$ cat config.mk
export PLATFORM = sky130hd
export DESIGN_NAME = strength_resolver
export DESIGN_NICKNAME = d
export VERILOG_FILES = /design/src/rtl/sr_pkg.sv /design/src/rtl/sr_range_probe.sv /design/src/rtl/sr_survivor.sv /design/src/rtl/sr_combine.sv /design/src/rtl/strength_resolver.sv
export SDC_FILE = /design/constraint.sdc
export NUM_CORES = 1
export LEC_CHECK = 0
export BUFFER_PORTS_ARGS = -buffer_cell sky130_fd_sc_hd__buf_2
export CAP_MARGIN = 20
export CORE_MARGIN = 2
export CORE_UTILIZATION = 35
export DETAILED_ROUTE_END_ITERATION = 16
export GPL_TIMING_DRIVEN = 0
export SLEW_MARGIN = 40
export SYNTH_ARGS = -nofsm -noshare
export SYNTH_HDL_FRONTEND = slang
export SYNTH_SLANG_ARGS = --single-unit
$ cat constraint.sdc
create_clock -name vclk -period 6.64
set_input_delay 0.664 -clock vclk [all_inputs]
set_output_delay 0.664 -clock vclk [all_outputs]
set_load 0.05 [all_outputs]
$ cat src/rtl/sr_pkg.sv
`timescale 1ns/1ps
package sr_pkg;

  // Per-lane resolution kind codes
  typedef enum logic [2:0] {
    KIND_PLAIN = 3'd0,
    KIND_AND   = 3'd1,
    KIND_OR    = 3'd2,
    KIND_PULL0 = 3'd3,
    KIND_PULL1 = 3'd4
  } net_kind_e;

  // Resolved value codes
  typedef enum logic [1:0] {
    VAL_ZERO = 2'd0,
    VAL_ONE  = 2'd1,
    VAL_X    = 2'd2,
    VAL_Z    = 2'd3
  } net_val_e;

endpackage

$ cat src/rtl/sr_range_probe.sv
`timescale 1ns/1ps
// Reports the weakest level a driver range is guaranteed to have,
// and whether the range lies strictly on one side of high impedance.
module sr_range_probe #(
  parameter int LVL_W = 3,
  localparam int PW = LVL_W + 1,
  localparam int EW = LVL_W + 2
) (
  input  logic signed [PW-1:0] rng_lo,
  input  logic signed [PW-1:0] rng_hi,
  output logic [LVL_W-1:0]     floor_lvl,
  output logic                 neg_only,
  output logic                 pos_only
);
  logic signed [EW-1:0] hi_ext;
  logic signed [EW-1:0] hi_mag;
  logic                 lo_nonpos;
  logic                 hi_nonneg;

  always_comb begin
    hi_ext    = $signed({rng_hi[PW-1], rng_hi});
    hi_mag    = -hi_ext;
    lo_nonpos = rng_lo[PW-1] | (rng_lo == '0);
    hi_nonneg = ~rng_hi[PW-1];
    neg_only  = rng_hi[PW-1];
    pos_only  = ~rng_lo[PW-1] & (rng_lo != '0);
    if (lo_nonpos && hi_nonneg) begin
      floor_lvl = '0;
    end else if (neg_only) begin
      floor_lvl = hi_mag[LVL_W-1:0];
    end else begin
      floor_lvl = rng_lo[LVL_W-1:0];
    end
  end
endmodule

$ cat src/rtl/sr_survivor.sv
`timescale 1ns/1ps
// Keeps the part of one driver's range that the other driver's
// guaranteed strength does not overpower; wired modes bias ties.
module sr_survivor #(
  parameter int LVL_W = 3,
  localparam int PW = LVL_W + 1,
  localparam int EW = LVL_W + 2
) (
  input  logic signed [PW-1:0] own_lo,
  input  logic signed [PW-1:0] own_hi,
  input  logic [LVL_W-1:0]     opp_floor,
  input  logic                 opp_neg_only,
  input  logic                 opp_pos_only,
  input  logic                 wired_and,
  input  logic                 wired_or,
  output logic                 keep,
  output logic signed [PW-1:0] keep_lo,
  output logic signed [PW-1:0] keep_hi
);
  logic signed [EW-1:0] lo_e, hi_e;
  logic signed [EW-1:0] thr_n, thr_p, neg_lim;
  logic signed [EW-1:0] sel_lo, sel_hi;
  logic                 bump_n, bump_p;
  logic                 neg_ok, pos_ok;

  always_comb begin
    lo_e    = $signed({own_lo[PW-1], own_lo});
    hi_e    = $signed({own_hi[PW-1], own_hi});
    // a tie loses on the side the wired function does not favour
    bump_n  = wired_or  & opp_pos_only;
    bump_p  = wired_and & opp_neg_only;
    thr_n   = $signed({2'b00, opp_floor}) + $signed({{(EW-1){1'b0}}, bump_n});
    thr_p   = $signed({2'b00, opp_floor}) + $signed({{(EW-1){1'b0}}, bump_p});
    neg_lim = -thr_n;
    neg_ok  = lo_e <= neg_lim;
    pos_ok  = hi_e >= thr_p;
    if (opp_floor == '0) begin
      keep   = 1'b1;
      sel_lo = lo_e;
      sel_hi = hi_e;
    end else begin
      keep   = neg_ok | pos_ok;
      if (neg_ok)            sel_lo = lo_e;
      else if (lo_e > thr_p) sel_lo = lo_e;
      else                   sel_lo = thr_p;
      if (pos_ok)              sel_hi = hi_e;
      else if (hi_e < neg_lim) sel_hi = hi_e;
      else                     sel_hi = neg_lim;
    end
    keep_lo = sel_lo[PW-1:0];
    keep_hi = sel_hi[PW-1:0];
  end
endmodule

$ cat src/rtl/sr_combine.sv
`timescale 1ns/1ps
// Hull of the two surviving ranges, undriven fallback and value code.
module sr_combine #(
  parameter int LVL_W = 3,
  parameter int PULL_LVL = 5,
  localparam int PW = LVL_W + 1
) (
  input  logic                 keep_a,
  input  logic signed [PW-1:0] a_lo,
  input  logic signed [PW-1:0] a_hi,
  input  logic                 keep_b,
  input  logic signed [PW-1:0] b_lo,
  input  logic signed [PW-1:0] b_hi,
  input  logic                 fill_dn,
  input  logic                 fill_up,
  output logic signed [PW-1:0] r_lo,
  output logic signed [PW-1:0] r_hi,
  output logic [1:0]           r_val
);
  import sr_pkg::*;

  localparam logic [PW-1:0] UP_POS = PW'(PULL_LVL);
  localparam logic [PW-1:0] DN_POS = PW'(-PULL_LVL);

  logic signed [PW-1:0] h_lo, h_hi;
  logic                 neg_side, pos_side;

  always_comb begin
    if (keep_a && keep_b) begin
      h_lo = (a_lo < b_lo) ? a_lo : b_lo;
      h_hi = (a_hi > b_hi) ? a_hi : b_hi;
    end else if (keep_a) begin
      h_lo = a_lo;
      h_hi = a_hi;
    end else if (keep_b) begin
      h_lo = b_lo;
      h_hi = b_hi;
    end else begin
      h_lo = '0;
      h_hi = '0;
    end
    r_lo = h_lo;
    r_hi = h_hi;
    if (h_lo == '0 && h_hi == '0) begin
      if (fill_dn) begin
        r_lo = $signed(DN_POS);
        r_hi = $signed(DN_POS);
      end else if (fill_up) begin
        r_lo = $signed(UP_POS);
        r_hi = $signed(UP_POS);
      end
    end
    neg_side = r_lo[PW-1];
    pos_side = ~r_hi[PW-1] & (r_hi != '0);
    case ({neg_side, pos_side})
      2'b11:   r_val = VAL_X;
      2'b10:   r_val = VAL_ZERO;
      2'b01:   r_val = VAL_ONE;
      default: r_val = VAL_Z;
    endcase
  end
endmodule

$ cat src/rtl/strength_resolver.sv
`timescale 1ns/1ps
module strength_resolver #(
  parameter int LVL_W = 3,
  parameter int NETS = 2,
  parameter int PULL_LVL = 5,
  localparam int PW = LVL_W + 1,
  localparam int KW = 3
) (
  input  logic [NETS*KW-1:0] net_kind,
  input  logic [NETS*PW-1:0] a_lo,
  input  logic [NETS*PW-1:0] a_hi,
  input  logic [NETS*PW-1:0] b_lo,
  input  logic [NETS*PW-1:0] b_hi,
  output logic [NETS*PW-1:0] res_lo,
  output logic [NETS*PW-1:0] res_hi,
  output logic [NETS*2-1:0]  res_val
);
  import sr_pkg::*;

  for (genvar g = 0; g < NETS; g++) begin : g_lane
    logic signed [PW-1:0] al, ah, bl, bh;
    logic signed [PW-1:0] ka_lo, ka_hi, kb_lo, kb_hi;
    logic signed [PW-1:0] rl, rh;
    logic [LVL_W-1:0]     fa, fb;
    logic                 a_neg, a_pos, b_neg, b_pos;
    logic                 ka, kb;
    logic [KW-1:0]        kind;
    logic                 is_and, is_or, is_dn, is_up;
    logic [1:0]           val;

    assign al     = $signed(a_lo[g*PW +: PW]);
    assign ah     = $signed(a_hi[g*PW +: PW]);
    assign bl     = $signed(b_lo[g*PW +: PW]);
    assign bh     = $signed(b_hi[g*PW +: PW]);
    assign kind   = net_kind[g*KW +: KW];
    assign is_and = (kind == KIND_AND);
    assign is_or  = (kind == KIND_OR);
    assign is_dn  = (kind == KIND_PULL0);
    assign is_up  = (kind == KIND_PULL1);

    sr_range_probe #(.LVL_W(LVL_W)) probe_a_i (
      .rng_lo(al), .rng_hi(ah), .floor_lvl(fa), .neg_only(a_neg), .pos_only(a_pos)
    );
    sr_range_probe #(.LVL_W(LVL_W)) probe_b_i (
      .rng_lo(bl), .rng_hi(bh), .floor_lvl(fb), .neg_only(b_neg), .pos_only(b_pos)
    );

    sr_survivor #(.LVL_W(LVL_W)) surv_a_i (
      .own_lo(al), .own_hi(ah), .opp_floor(fb), .opp_neg_only(b_neg),
      .opp_pos_only(b_pos), .wired_and(is_and), .wired_or(is_or),
      .keep(ka), .keep_lo(ka_lo), .keep_hi(ka_hi)
    );
    sr_survivor #(.LVL_W(LVL_W)) surv_b_i (
      .own_lo(bl), .own_hi(bh), .opp_floor(fa), .opp_neg_only(a_neg),
      .opp_pos_only(a_pos), .wired_and(is_and), .wired_or(is_or),
      .keep(kb), .keep_lo(kb_lo), .keep_hi(kb_hi)
    );

    sr_combine #(.LVL_W(LVL_W), .PULL_LVL(PULL_LVL)) comb_i (
      .keep_a(ka), .a_lo(ka_lo), .a_hi(ka_hi),
      .keep_b(kb), .b_lo(kb_lo), .b_hi(kb_hi),
      .fill_dn(is_dn), .fill_up(is_up),
      .r_lo(rl), .r_hi(rh), .r_val(val)
    );

    assign res_lo[g*PW +: PW] = rl;
    assign res_hi[g*PW +: PW] = rh;
    assign res_val[g*2 +: 2]  = val;
  end
endmodule

==> key figures <==
Layout
  – Post-Layout Cell Count: 948
  – N_diodes: 0
  – Final core utilization: 49.7%
  – Seq Cell Count: 0
  – Clkbuf count: 0
  – Layout cells sized above 1: 33.7%
  – Sequential cell area: 0 um2
  – Fillers: 1300
  – Multi-input gate area: 5140 um2
  – Area grow syn2layout: 38.5%
  – Nets: 908

Logic synthesis
  – Synth Warn #: 0
  – Syn Area/Cell: 7.22 um2
  – Mapped Cells: 658
  – Mapped cell area: 4750 um2
  – Post-synth cell types: 87
  – Syn Nets: 792
  – Area leader, netlist: ha_1
  – Seq/Total Area, Yosys: 0%
  – Ranking of synthesized cells by area: ha_1 25%, inv_1 4.7%, nor2_1 4.7%
  – Share of the synthesized area in the top cell type: 25.3%

Timing
  – Hold Violations, Final: 0
  – Fmax achieved: 149 MHz
  – Tcrit/Tclk final: 101%
  – Worst-Margin Slew: 909 ps
  – RSZ-0062 raised after global routing: yes
  – Final setup fails: 2
  – Final Max Tran Viols: 0
  – Rel. slew slack: 38.8%
  – Min Clock Period, post-route: 6710 ps
  – Final Worst Setup Slack: -72.6 ps

Placement
  – Post-Place Setup Slack: -1060 ps
  – Cell count after placement: 889
  – Post-DP HPWL: 11500 um
  – Gpl congestion: 0.885
  – I/O Buffers: 55

Pwr
  – Worst VDD drop: 398 uV
  – Leak: 2.96 nW
  – Total power: 0.00159 W
  – P per Cell Area: 242 nW/um2

Worst setup path
  – Startpoint Class: input pin
  – CP Class: input pin to primary output
  – Critical path's slowest cell: a211o_1
  – Worst Setup End Kind: primary output
  – Worst-path maximum fanout: 9
  – WP data required: 5980 ps
  – Max incr delay on CP: 350 ps
  – CP arrival: 6050 ps

Floorplan
  – Die Span Y: 121 um
  – Num rows: 42
  – Ports: 58
  – Die Width: 121 um
  – Starting Density: 35.9%
  – Core area: 13200 um2
  – Die area: 14500 um2

GRT
  – Number of global-route vias before repair: 4858
  – Remaining global-route overflow: 0
  – Largest net degree at the start of global routing: 12
  – Gr usage total: 19.4%
  – Antenna violations before repair: 0
  – First-pass GRT wire length: 23700 um

Routing
  – Via count: 5460
  – Routed WL per cell: 16.6 um
  – Post-route DRC violation count: 0
  – DR pass1 iterations: 5
  – Antenna viol nets, final: 0
  – Initial DRC Count: 312
  – Total Wirelength: 15700 um
  – Post-DR vias/cell: 5.76

Status
  – Outcome: finished with violations
  – Failing checks: setup timing

Min path
  – Min-delay src: net_kind[2]
  – Min-delay worst type: input pin to primary output
  – Min-Delay Endpoint: res_hi[2]
  – WHS Path Cells: 4

Run
  – Max_cap viols: 0

Clock tree
  – CTS Hold Bufs: 0
==> cell type report <==
class,instances,area share [%]
inverters,60,3.69
multi-input cells,588,78.2
well taps,176,3.35
repair buffers,114,13.5
plain buffers,10,1.27
==> cell usage after synthesis, drive strengths merged (8+ instances only) <==
library cell	instances
o211ai	9
o31ai	11
and2	9
inv	60
a211oi	9
and3	10
nand3	10
or3	10
xnor2	8
a21o	13
nor2b	20
o21ai	45
a21oi	35
o22ai	8
o21a	12
nand2b	16
ha	96
nand2	43
mux2i	17
nor2	59
nor3	19
==> metrics by stage <==
step           setup TNS, ps  hold slack [ps]  area [um2]
5_1_grt                -1470             1850        6580
3_5_place_dp           -9320             1850        5290
4_1_cts                    0             1830        5850
6_report               -81.4             1820        6580
3_3_place_gp          -10470             1840        5290
2_1_floorplan              0             1610        4790
==> power breakdown <==
group	internal, W	switching (W)	total (W)
registers	0	0	0
clock network	0	0	0
logic	0.000655	0.000940	0.00159
total	0.000655	0.000940	0.00159
==> layout by cell type, fill, tap and decap left out, types with 6 or more instances in the layout <==
cell	instances
a211o_1	7
a21o_1	12
a21oi_1	29
a31oi_1	6
and2_1	8
and3_1	6
buf_2	29
buf_4	65
buf_6	14
clkbuf_4	6
ha_1	81
ha_2	6
ha_4	9
inv_1	47
inv_2	9
mux2i_1	9
nand2_1	42
nand2b_1	15
nand3_1	8
nor2_1	58
nor2b_1	17
nor3_1	14
o211ai_1	8
o21a_1	11
o21ai_0	26
o21ai_1	7
o21ai_2	10
o31ai_1	9
or3_1	8
xnor2_1	6
==> logic make-up (layout without fill, tap and decap cells) <==
kind of cell | Yosys count | in the layout | share of synthesized area (%)
muxes | 24 | 24 | 5.50
adders and majority gates | 98 | 98 | 25.7
buffers and inverters | 71 | 184 | 5.84
xor gates and xnor gates | 14 | 14 | 2.87
and+or+nand+nor | 235 | 236 | 27.1
AOI/OAI and AO/OA | 216 | 216 | 33.0
==> worst max-delay path: cells and delay by family <==
family	cells	cell delay (ps)
simple gates	7	1420
mux	2	370
buf+inv	7	850
fa+ha+maj	4	900
compound gates	9	1620
xor+xnor	1	210
==> how the worst max path moves through the flow <==
stage,start,to,slack [ps],cells after the start
2_1_floorplan,b_hi[3],res_val[1],10,29
3_3_place_gp,a_hi[3],res_val[0],-1100,29
3_5_place_dp,a_hi[3],res_val[0],-1060,29
4_1_cts,b_hi[3],res_val[0],4,32
5_1_grt,a_hi[3],res_val[0],-340,31
6_report,a_hi[3],res_val[0],-70,30
==> per-layer routing <==
layer,part of all wire (%),GRT usage [%]
met5,0,0
met4,1.6,1.82
met3,3.5,0.708
met2,48,34.2
met1,46,27.0
==> timing repair <==
action	in CTS	in global routing
pin swaps	30	48
endpoints found under the setup margin	20	20
cloned	0	1
gates resized for setup	72	138
buffers inserted	35	25
(Power assumes the default switching activity.)
